### src/rtl/gpio_pkg.sv
package gpio_pkg;

    localparam int PIN_W = 16;

    typedef logic [PIN_W-1:0] pins_t;

    typedef enum logic [2:0] {
        OFS_DATA  = 3'd0,
        OFS_LEVEL = 3'd1,
        OFS_DIR   = 3'd2,
        OFS_ATTR  = 3'd3,
        OFS_MASK  = 3'd4
    } ofs_e;

    typedef struct packed {
        pins_t data;
        pins_t dir;
        pins_t attr;
        pins_t mask;
    } port_regs_t;

    typedef struct packed {
        pins_t out;
        pins_t oe;
        pins_t pu;
        pins_t pd;
    } pad_drv_t;

    // Pin drive from register state and the chosen alternate source.
    function automatic pad_drv_t drive_pins(port_regs_t r, pins_t sf_out, pins_t sf_oe);
        pad_drv_t d;
        pins_t own_out;
        pins_t pull_en;
        own_out = ~(r.attr ^ r.data);          // attr 1: pass, attr 0: invert
        pull_en = ~r.mask & ~r.dir & ~r.attr;
        d.out   = (r.mask & sf_out) | (~r.mask & own_out);
        d.oe    = (r.mask & sf_oe)  | (~r.mask & r.dir);
        d.pu    = pull_en & r.data;
        d.pd    = pull_en & ~r.data;
        return d;
    endfunction

endpackage

### src/rtl/gpio_sync.sv
module gpio_sync #(
    parameter int W = 48
) (
    input  logic         clk,
    input  logic         rst,
    input  logic [W-1:0] pin_i,
    output logic [W-1:0] level_o,
    output logic [W-1:0] prev_o
);
    logic [W-1:0] meta_q;
    logic [W-1:0] level_q;
    logic [W-1:0] prev_q;

    always_ff @(posedge clk) begin
        if (rst) begin
            meta_q  <= '0;
            level_q <= '0;
            prev_q  <= '0;
        end else begin
            meta_q  <= pin_i;
            level_q <= meta_q;
            prev_q  <= level_q;
        end
    end

    assign level_o = level_q;
    assign prev_o  = prev_q;

    // Cycle counter so the latency check looks back only over post-reset cycles.
    logic [1:0] age_q;
    always_ff @(posedge clk) begin
        if (rst)              age_q <= '0;
        else if (age_q != 2'd2) age_q <= age_q + 2'd1;
    end

    assert_sync_latency_R7: assert property (@(posedge clk) disable iff (rst)
        (age_q == 2'd2) |-> (level_o == $past(pin_i, 2)));

endmodule

### src/rtl/gpio_port_bank.sv
module gpio_port_bank
    import gpio_pkg::*;
(
    input  logic       clk,
    input  logic       rst,
    input  logic       wr_i,
    input  logic       sel_i,
    input  logic [2:0] ofs_i,
    input  pins_t      wdata_i,
    input  logic       alt_sel_i,
    input  pins_t      alt0_out_i,
    input  pins_t      alt0_oe_i,
    input  pins_t      alt1_out_i,
    input  pins_t      alt1_oe_i,
    output port_regs_t regs_o,
    output pad_drv_t   drv_o
);
    port_regs_t regs_q;
    pins_t      sf_out;
    pins_t      sf_oe;

    always_ff @(posedge clk) begin
        if (rst) begin
            regs_q <= '0;
        end else if (wr_i && sel_i) begin
            case (ofs_i)
                OFS_DATA: regs_q.data <= wdata_i;
                OFS_DIR:  regs_q.dir  <= wdata_i;
                OFS_ATTR: regs_q.attr <= wdata_i;
                OFS_MASK: regs_q.mask <= wdata_i;
                default:  ;                      // pin-level offset is read-only
            endcase
        end
    end

    always_comb begin
        sf_out = alt_sel_i ? alt1_out_i : alt0_out_i;
        sf_oe  = alt_sel_i ? alt1_oe_i  : alt0_oe_i;
        drv_o  = drive_pins(regs_q, sf_out, sf_oe);
    end

    assign regs_o = regs_q;

    assert_dir_write_R2: assert property (@(posedge clk) disable iff (rst)
        (wr_i && sel_i && ofs_i == OFS_DIR) |=>
            ((drv_o.oe & ~regs_q.mask) == ($past(wdata_i) & ~regs_q.mask)));

    assert_pulls_exclusive_R4: assert property (@(posedge clk) disable iff (rst)
        (drv_o.pu & drv_o.pd) == '0);

    assert_level_write_ignored_R10: assert property (@(posedge clk) disable iff (rst)
        (wr_i && sel_i && ofs_i == OFS_LEVEL) |=> (regs_q == $past(regs_q)));

endmodule

### src/rtl/gpio_port_ctrl.sv
module gpio_port_ctrl
    import gpio_pkg::*;
#(
    parameter int NUM_PORTS = 3,
    parameter int SEL_PORTS = 2,
    localparam int IDX_W    = $clog2(NUM_PORTS + 1),
    localparam int ADDR_W   = IDX_W + 3,
    localparam int BUS_W    = NUM_PORTS * PIN_W,
    localparam int CFG_W    = SEL_PORTS + NUM_PORTS
) (
    input  logic              clk,
    input  logic              rst,
    input  logic              bus_wr,
    input  logic [ADDR_W-1:0] bus_addr,
    input  logic [PIN_W-1:0]  bus_wdata,
    output logic [PIN_W-1:0]  bus_rdata,
    input  logic [BUS_W-1:0]  pad_in,
    output logic [BUS_W-1:0]  pad_out,
    output logic [BUS_W-1:0]  pad_oe,
    output logic [BUS_W-1:0]  pad_pu,
    output logic [BUS_W-1:0]  pad_pd,
    input  logic [BUS_W-1:0]  alt0_out,
    input  logic [BUS_W-1:0]  alt0_oe,
    input  logic [BUS_W-1:0]  alt1_out,
    input  logic [BUS_W-1:0]  alt1_oe,
    output logic [BUS_W-1:0]  alt_in,
    output logic              wake_req
);
    localparam logic [IDX_W-1:0] CFG_SLOT = IDX_W'(NUM_PORTS);

    logic [IDX_W-1:0]     slot;
    logic [2:0]           ofs;
    logic [CFG_W-1:0]     cfg_q;
    logic [BUS_W-1:0]     level;
    logic [BUS_W-1:0]     prev;
    logic [NUM_PORTS-1:0] alt_sel;
    logic [NUM_PORTS-1:0] port_moved;
    port_regs_t           regs [NUM_PORTS];
    pad_drv_t             drv  [NUM_PORTS];

    assign slot = bus_addr[ADDR_W-1:3];
    assign ofs  = bus_addr[2:0];

    always_ff @(posedge clk) begin
        if (rst)
            cfg_q <= '0;
        else if (bus_wr && slot == CFG_SLOT && ofs == 3'd0)
            cfg_q <= bus_wdata[CFG_W-1:0];
    end

    gpio_sync #(.W(BUS_W)) u_sync (
        .clk     (clk),
        .rst     (rst),
        .pin_i   (pad_in),
        .level_o (level),
        .prev_o  (prev)
    );

    assign alt_in = level;

    for (genvar p = 0; p < NUM_PORTS; p++) begin : g_port
        if (p < SEL_PORTS) begin : g_sel
            assign alt_sel[p] = cfg_q[p];
        end else begin : g_fixed
            assign alt_sel[p] = 1'b0;
        end

        gpio_port_bank u_bank (
            .clk        (clk),
            .rst        (rst),
            .wr_i       (bus_wr),
            .sel_i      (slot == IDX_W'(p)),
            .ofs_i      (ofs),
            .wdata_i    (bus_wdata),
            .alt_sel_i  (alt_sel[p]),
            .alt0_out_i (alt0_out[p*PIN_W +: PIN_W]),
            .alt0_oe_i  (alt0_oe[p*PIN_W +: PIN_W]),
            .alt1_out_i (alt1_out[p*PIN_W +: PIN_W]),
            .alt1_oe_i  (alt1_oe[p*PIN_W +: PIN_W]),
            .regs_o     (regs[p]),
            .drv_o      (drv[p])
        );

        assign pad_out[p*PIN_W +: PIN_W] = drv[p].out;
        assign pad_oe [p*PIN_W +: PIN_W] = drv[p].oe;
        assign pad_pu [p*PIN_W +: PIN_W] = drv[p].pu;
        assign pad_pd [p*PIN_W +: PIN_W] = drv[p].pd;

        assign port_moved[p] = cfg_q[SEL_PORTS + p] &&
                               (level[p*PIN_W +: PIN_W] != prev[p*PIN_W +: PIN_W]);
    end

    assign wake_req = |port_moved;

    always_comb begin
        bus_rdata = '0;
        for (int p = 0; p < NUM_PORTS; p++) begin
            if (slot == IDX_W'(p)) begin
                case (ofs)
                    OFS_DATA:  bus_rdata = regs[p].data;
                    OFS_LEVEL: bus_rdata = level[p*PIN_W +: PIN_W];
                    OFS_DIR:   bus_rdata = regs[p].dir;
                    OFS_ATTR:  bus_rdata = regs[p].attr;
                    OFS_MASK:  bus_rdata = regs[p].mask;
                    default:   bus_rdata = '0;
                endcase
            end
        end
        if (slot == CFG_SLOT && ofs == 3'd0)
            bus_rdata = PIN_W'(cfg_q);
    end

    assert_cfg_write_R8: assert property (@(posedge clk) disable iff (rst)
        (bus_wr && slot == CFG_SLOT && ofs == 3'd0) |=>
            (cfg_q == $past(bus_wdata[CFG_W-1:0])));

    assert_wake_needs_enable_R9: assert property (@(posedge clk) disable iff (rst)
        wake_req |-> (cfg_q[CFG_W-1:SEL_PORTS] != '0));

    assert_reset_quiet_R1: assert property (@(posedge clk)
        $past(rst) |-> (wake_req == 1'b0 && pad_oe == '0));

endmodule

### config.mk
export PLATFORM = sky130hd
export DESIGN_NAME = gpio_port_ctrl
export DESIGN_NICKNAME = d
export VERILOG_FILES = /design/src/rtl/gpio_pkg.sv /design/src/rtl/gpio_sync.sv /design/src/rtl/gpio_port_bank.sv /design/src/rtl/gpio_port_ctrl.sv
export SDC_FILE = /design/constraint.sdc
export NUM_CORES = 1
export LEC_CHECK = 0
export BUFFER_PORTS_ARGS = -buffer_cell sky130_fd_sc_hd__buf_2
export CAP_MARGIN = 15
export CORE_AREA = 2 2 204 206
export DETAILED_ROUTE_END_ITERATION = 10
export DIE_AREA = 0 0 206 208
export HOLD_SLACK_MARGIN = 0.08
export PLACE_DENSITY = 0.8
export SLEW_MARGIN = 20
export SYNTH_ARGS = -nofsm -noshare
export SYNTH_HDL_FRONTEND = slang
export SYNTH_SLANG_ARGS = --single-unit
### constraint.sdc
create_clock -name clk -period 1.6 [get_ports clk]
set_clock_uncertainty 0.1 [all_clocks]
set_input_delay 0.24 -clock clk [delete_from_list [all_inputs] [get_ports clk]]
set_output_delay 0.24 -clock clk [all_outputs]
set_load 0.03 [all_outputs]
## Yosys cells after proc, flatten, opt, wreduce, memory -nomap -nowiden

Cells that the tools add are included.

- Order comparisons: 0
- Equal/unequal tests: 10
- $mul: 0
- Bitwise operators: 48
- Div/mod/pow operators: 0
- Muxes and demuxes: 11
- Reductions and logical operators: 24
- Shift-type cells: 0
- Add/sub/neg operators: 0

Operators by type and width:

| kind | number |
|---|---|
| $and A16 B16 Y16 | 24 |
| $not A16 Y16 | 15 |
| $pmux W16 S5 | 3 |
| $mux W16 | 8 |
| $or A16 B16 Y16 | 6 |
| $ne A16 B16 Y1 | 3 |
| $xor A16 B16 Y16 | 3 |
| $reduce_and A2 Y1 | 12 |
| $logic_and A1 B1 Y1 | 9 |
| $eq A3 B2 Y1 const B | 2 |
| $eq A2 B2 Y1 const B | 2 |
| $eq A3 B1 Y1 const B | 1 |
| $eq A3 B3 Y1 const B | 1 |
| $logic_not A3 Y1 | 1 |
| $reduce_or A3 Y1 | 1 |
| $eq A2 B1 Y1 const B | 1 |
| $logic_not A2 Y1 | 1 |

- ROM bits: 0
- Memories kept: 0
- Logic and storage cells: 109
- Register bits: 341
- Output and inout bits: 257
- RAM bits: 0
- Bits in latches: 0

## Longest topological paths before layout

- Word-level depth: 6
- Mapped depth: 8
- Depth with buffers taken out: 5

## Cells and area by module

Synthesis repeated with hierarchy kept, for this count alone.

- Cells, all modules: 1838
- Area total of the unflattened synthesis: 17853.4 um2

Modules (own cells, without submodules):

| module | times used | area an instance (um2) | cells each |
|---|---|---|---|
| gpio_port_bank | 3 | 3609.7 | 381 |
| gpio_sync | 1 | 4050.1 | 304 |
| gpio_port_ctrl | 1 | 2974.1 | 391 |

## Least setup slack after synthesis

No wires, ideal clock.

- Kind: in2out
- Start: in bus_addr[2]
- End: out bus_rdata[11]
- Path slack: -0.843 ns
- Data arrival time: 2.103 ns
- Cell stages on the path: 7
- Path through: buf_4 buf_2 nor3b_2 buf_2 a22oi_1 o211a_1 nor4_1

- Cells in the longest elaborated chain, start to end: 6

Ends and longest elaborated chain:

| item | line | source |
|---|---|---|
| start, declared | gpio_port_ctrl.sv:14 | `input logic [ADDR_W-1:0] bus_addr,` |
| $eq A3 B3 Y1, or another cell as far along | gpio_port_ctrl.sv:99 | `case (ofs)` |
| $pmux W16 S5 | gpio_port_ctrl.sv:99 |  |
| $mux W16 (3 in a row) | gpio_port_ctrl.sv:98 | `if (slot == IDX_W'(p)) begin` |
| $mux W16 * | gpio_port_ctrl.sv:109 | `if (slot == CFG_SLOT && ofs == 3'd0)` |
| end, declared | gpio_port_ctrl.sv:16 | `output logic [PIN_W-1:0] bus_rdata,` |

Every way passes the cells marked *; elsewhere a longest branch is shown, timed or not.

## Final worst setup path

- Start: in bus_addr[1]
- End: out bus_rdata[6]

The elaborated chain is that of the path after synthesis.

==> out/results.tsv <==
stage	metric	value	unit
floorplanning	die_x	206	um
placement	pre_cts_ws	-787	ps
route	met1_length	30400	um
sta	worst_pin_slew	530	ps
worst_hold_path	hold_class	in -> reg	
sta	setup_viol	212	
clock_network	clk_path_buf_depth	3	
flow_run	drv_cap	0	
yosys	synth_flop_cell	dfxtp_1	
yosys	synth_edf_count	0	
power	power_density	700	nW/um^2
route	drc	0	
sta	period_share	153	%
power	leakage	12.0	nW
clock_network	clock-sinks	341	
yosys	yosys.area_share.simple	24.6	%
cells_and_area	syn2layout_area_growth	85.6	%
worst_hold_path	hp-start	bus_wr	
worst_hold_path	worstHoldPathCells	4	
floorplanning	core	40600	sq um
placement	placement.io_buffers	488	
power	internal_power	15.4	mW
sta	timing.setup.tns	-72530	ps
clock_network	path_clk_slew	60	ps
route	top_layer	met4	
yosys	synth_adder_area_share	0	%
sta	slew_headroom	64.4	%
route	antenna_left	0	
yosys	ys_top_cells_by_area	dfxtp_1 42%, nand2_1 8.4%, a21oi_1 8.1%	
sta	finalHoldViolCount	0	
yosys	synth.distinct_cells	53	
setup_path	cp.arrival	2100	ps
route	drt_first_pass_iters	6	
floorplanning	pin_count	521	
setup_path	r2r_start	g_port[2].u_bank.regs_o[21]	
yosys	synth_top_family_by_area	simple AND/OR/NAND/NOR gates	
global_routing	grt_max_degree	87	
cells_and_area	post-route-util	73.9	%
placement	place_area	23000	sq um
status	violations	negative setup slack	
yosys	synth_compound_area_share	14.4	%
yosys	synth_mux_area_share	8.99	%
global_routing	grt_pass1_wl	117000	um
setup_path	r2r_setup_slack	540	ps
sta	slew_violations	0	
floorplanning	fp.dieH	208	um
route	viasPerCell	5.73	
setup_path	crit_path_start_kind	input pin	
clock_network	h-tree-depth	2	
cells_and_area	drive_above_1_share	54.3	%
yosys	postSynthCellCount	1932	
setup_path	cpLargestDelayFamily	simple AND/OR/NAND/NOR gates	
setup_path	slowest_stage	nor4_4	
global_routing	overflow	0	
clock_network	cts_tree	yes	
setup_path	worst-path-buf-inv	6	
setup_path	crit_type	in -> out	
cells_and_area	fin_area	30000	sq um
sta	max_freq	0.410	GHz
route	wire_per_inst	25.1	um
route	vias	19367	
yosys	synth.most_common_cell	nand2_1	
yosys	synthArstFlopShare	0	%
placement	place.gp.congestion	0.975	
cells_and_area	nFillCells	2550	
route	wirelength	84700	um
yosys	ys_seq_area_share	42.3	%
setup_path	cp_cell_sequence	buf_8 -> buf_12 -> buf_12 -> nor3b_4 -> buf_12 -> buf_4 -> a22oi_2 -> nand2_1 -> a221oi_2 -> nor4_4 -> buf_6	
global_routing	grt_usage	35.9	%
yosys	netlist_area	16100	sq um
clock_network	cts_root_buffer	clkbuf_16	
route	first_iter_violations	1871	
global_routing	grt_antenna_before_repair	5	
route	met3WireLength	7970	um
power	irDropWorstVdd	0.849	mV
sta	fin_crit	2440	ps
yosys	synth-xor-area-share	5.21	%
cells_and_area	nets	3082	
worst_hold_path	hold_end	cfg_q[1]	
clock_network	cts_made_buffers	37	
yosys	avgSynthCellArea	8.36	sq um
yosys	ys_warn_count	0	
power	clkPwrFrac	42.5	%
sta	fin_hold_ws	120	ps
sta	final_critical_path_setup_slack	-842	ps
setup_path	end_kind	output port	
yosys	synth_common_cells	361 x nand2_1, 341 x dfxtp_1, 260 x a21oi_1, 149 x nor2b_1, 121 x mux2i_1	
yosys	ys_ff_latch	341	
sta	rsz0062_at_grt	true	
power	p_sw	5.59	mW
yosys	syn-num-nets	2196	
global_routing	first_global_vias	19543	
route	wl_met2	41600	um
power	switching_share	26.7	%
setup_path	rr_worst_depth	4	
power	comb_power_share	15.7	%
setup_path	cpPeakStageDelay	520	ps
yosys	synth_top_area_cell	dfxtp_1	
setup_path	crit_fanout	8	
clock_network	insertion_delay	570	ps
setup_path	required	1260	ps
floorplanning	rows	74	
floorplanning	dieArea	42800	sq um
power	sequentialPowerShare	41.8	%
status	outcome	finished, violations left	
floorplanning	start_util	39.8	%
setup_path	reg2reg_to	g_port[2].u_bank.regs_o[21]	
setup_path	crit_top_cell	buf_12	
yosys	synth_top_area_share	42.3	%
placement	hpwl	54400	um
routing by layer:
| layer | global-route usage, % | up-vias |
|---|---|---|
| li1 | - | 8485 |
| met1 | 42.1 | 9303 |
| met2 | 61.7 | 1248 |
| met3 | 7.66 | 331 |
| met4 | 17.5 | 0 |
| met5 | 0 | - |
cells by family (layout without fill, tap and decap cells):
group,after synthesis,count (layout)
other,0,3
multiplexers,140,140
XOR/XNOR,96,96
AO/OA/AOI/OAI,398,398
buffers and inverters,161,1073
flip-flops,341,341
AND/OR/NAND/NOR,796,796
worst register-to-register path, delay by kind of cell, from the launching register on:
family,cells,cell delay (ps)
flip-flops,1,340
buffers and inverters,2,270
multiplexers,1,170
AND/OR/NAND/NOR,1,70
power by group through the flow:
stage | logic [mW] | clock network, mW | registers (mW)
global placement | 2.43 | 0 | 8.96
floorplan | 1.19 | 0 | 9.05
CTS | 2.98 | 8.89 | 8.75
finish | 3.29 | 8.92 | 8.75
global route | 3.41 | 9.30 | 8.76
detailed placement | 2.47 | 0 | 8.96
sequential cells by signal, summed over array words and instances, names as in the netlist:
register,count
u_sync.prev_o,48
g_port.u_bank.regs_o,192
cfg_q,5
u_sync.meta_q,48
u_sync.level_o,48
cells in the final DEF (no fill, tap or decap), types with 40 or more instances in the layout:
cell	netlist	routed
buf_6	6	376
nand2_1	361	359
buf_4	9	254
buf_2	39	231
a21oi_1	260	204
dfxtp_2	0	163
nor2b_1	149	147
dfxtp_1	341	127
nor2_1	115	114
mux2i_1	121	70
dlygate4sd3_1	0	69
a21oi_2	0	54
buf_12	0	53
nor4_4	0	52
xnor2_1	64	51
dfxtp_4	0	51
nor4b_4	0	47
clkbuf_16	0	40
how the worst max path moves through the flow:
stage,from,to,depth (start not counted)
after CTS,u_sync.level_o[6],wake_req,6
after global routing,bus_addr[1],bus_rdata[6],11
final,bus_addr[1],bus_rdata[6],11
after global placement,bus_addr[0],bus_rdata[11],9
after floorplan,bus_addr[2],bus_rdata[12],7
after detailed placement,bus_addr[2],bus_rdata[3],8
metrics by stage:
step                power, mW  instances
CTS                      20.6       3362
floorplan                10.2       1932
finish                   21.0       3379
global route             21.5       3379
detailed placement       11.4       3180
global placement         11.4       3180
final cells by class:
| type | count | area, sq um | area share, % |
|---|---|---|---|
| Clock buffer | 52 | 1080 | 3.62 |
| Inverter | 1 | 3.75 | 0.0125 |
| Sequential cell | 341 | 7220 | 24.1 |
| Timing Repair Buffer | 1007 | 9410 | 31.4 |
| Clock inverter | 13 | 166 | 0.555 |
| Antenna cell | 3 | 7.51 | 0.0251 |
| Multi-Input combinational cell | 1430 | 11400 | 38.1 |
| Tap cell | 532 | 666 | 2.22 |
repair_timing:
action | in CTS | in global routing
setup endpoints to repair | 247 | 239
cloned | 4 | 1
setup buffers | 54 | 52
hold endpoints to repair | 253 | 0
pin swaps | 173 | 125
gates resized for setup | 889 | 326
hold buffers | 69 | 0
Power figures use the tool's default switching activity.
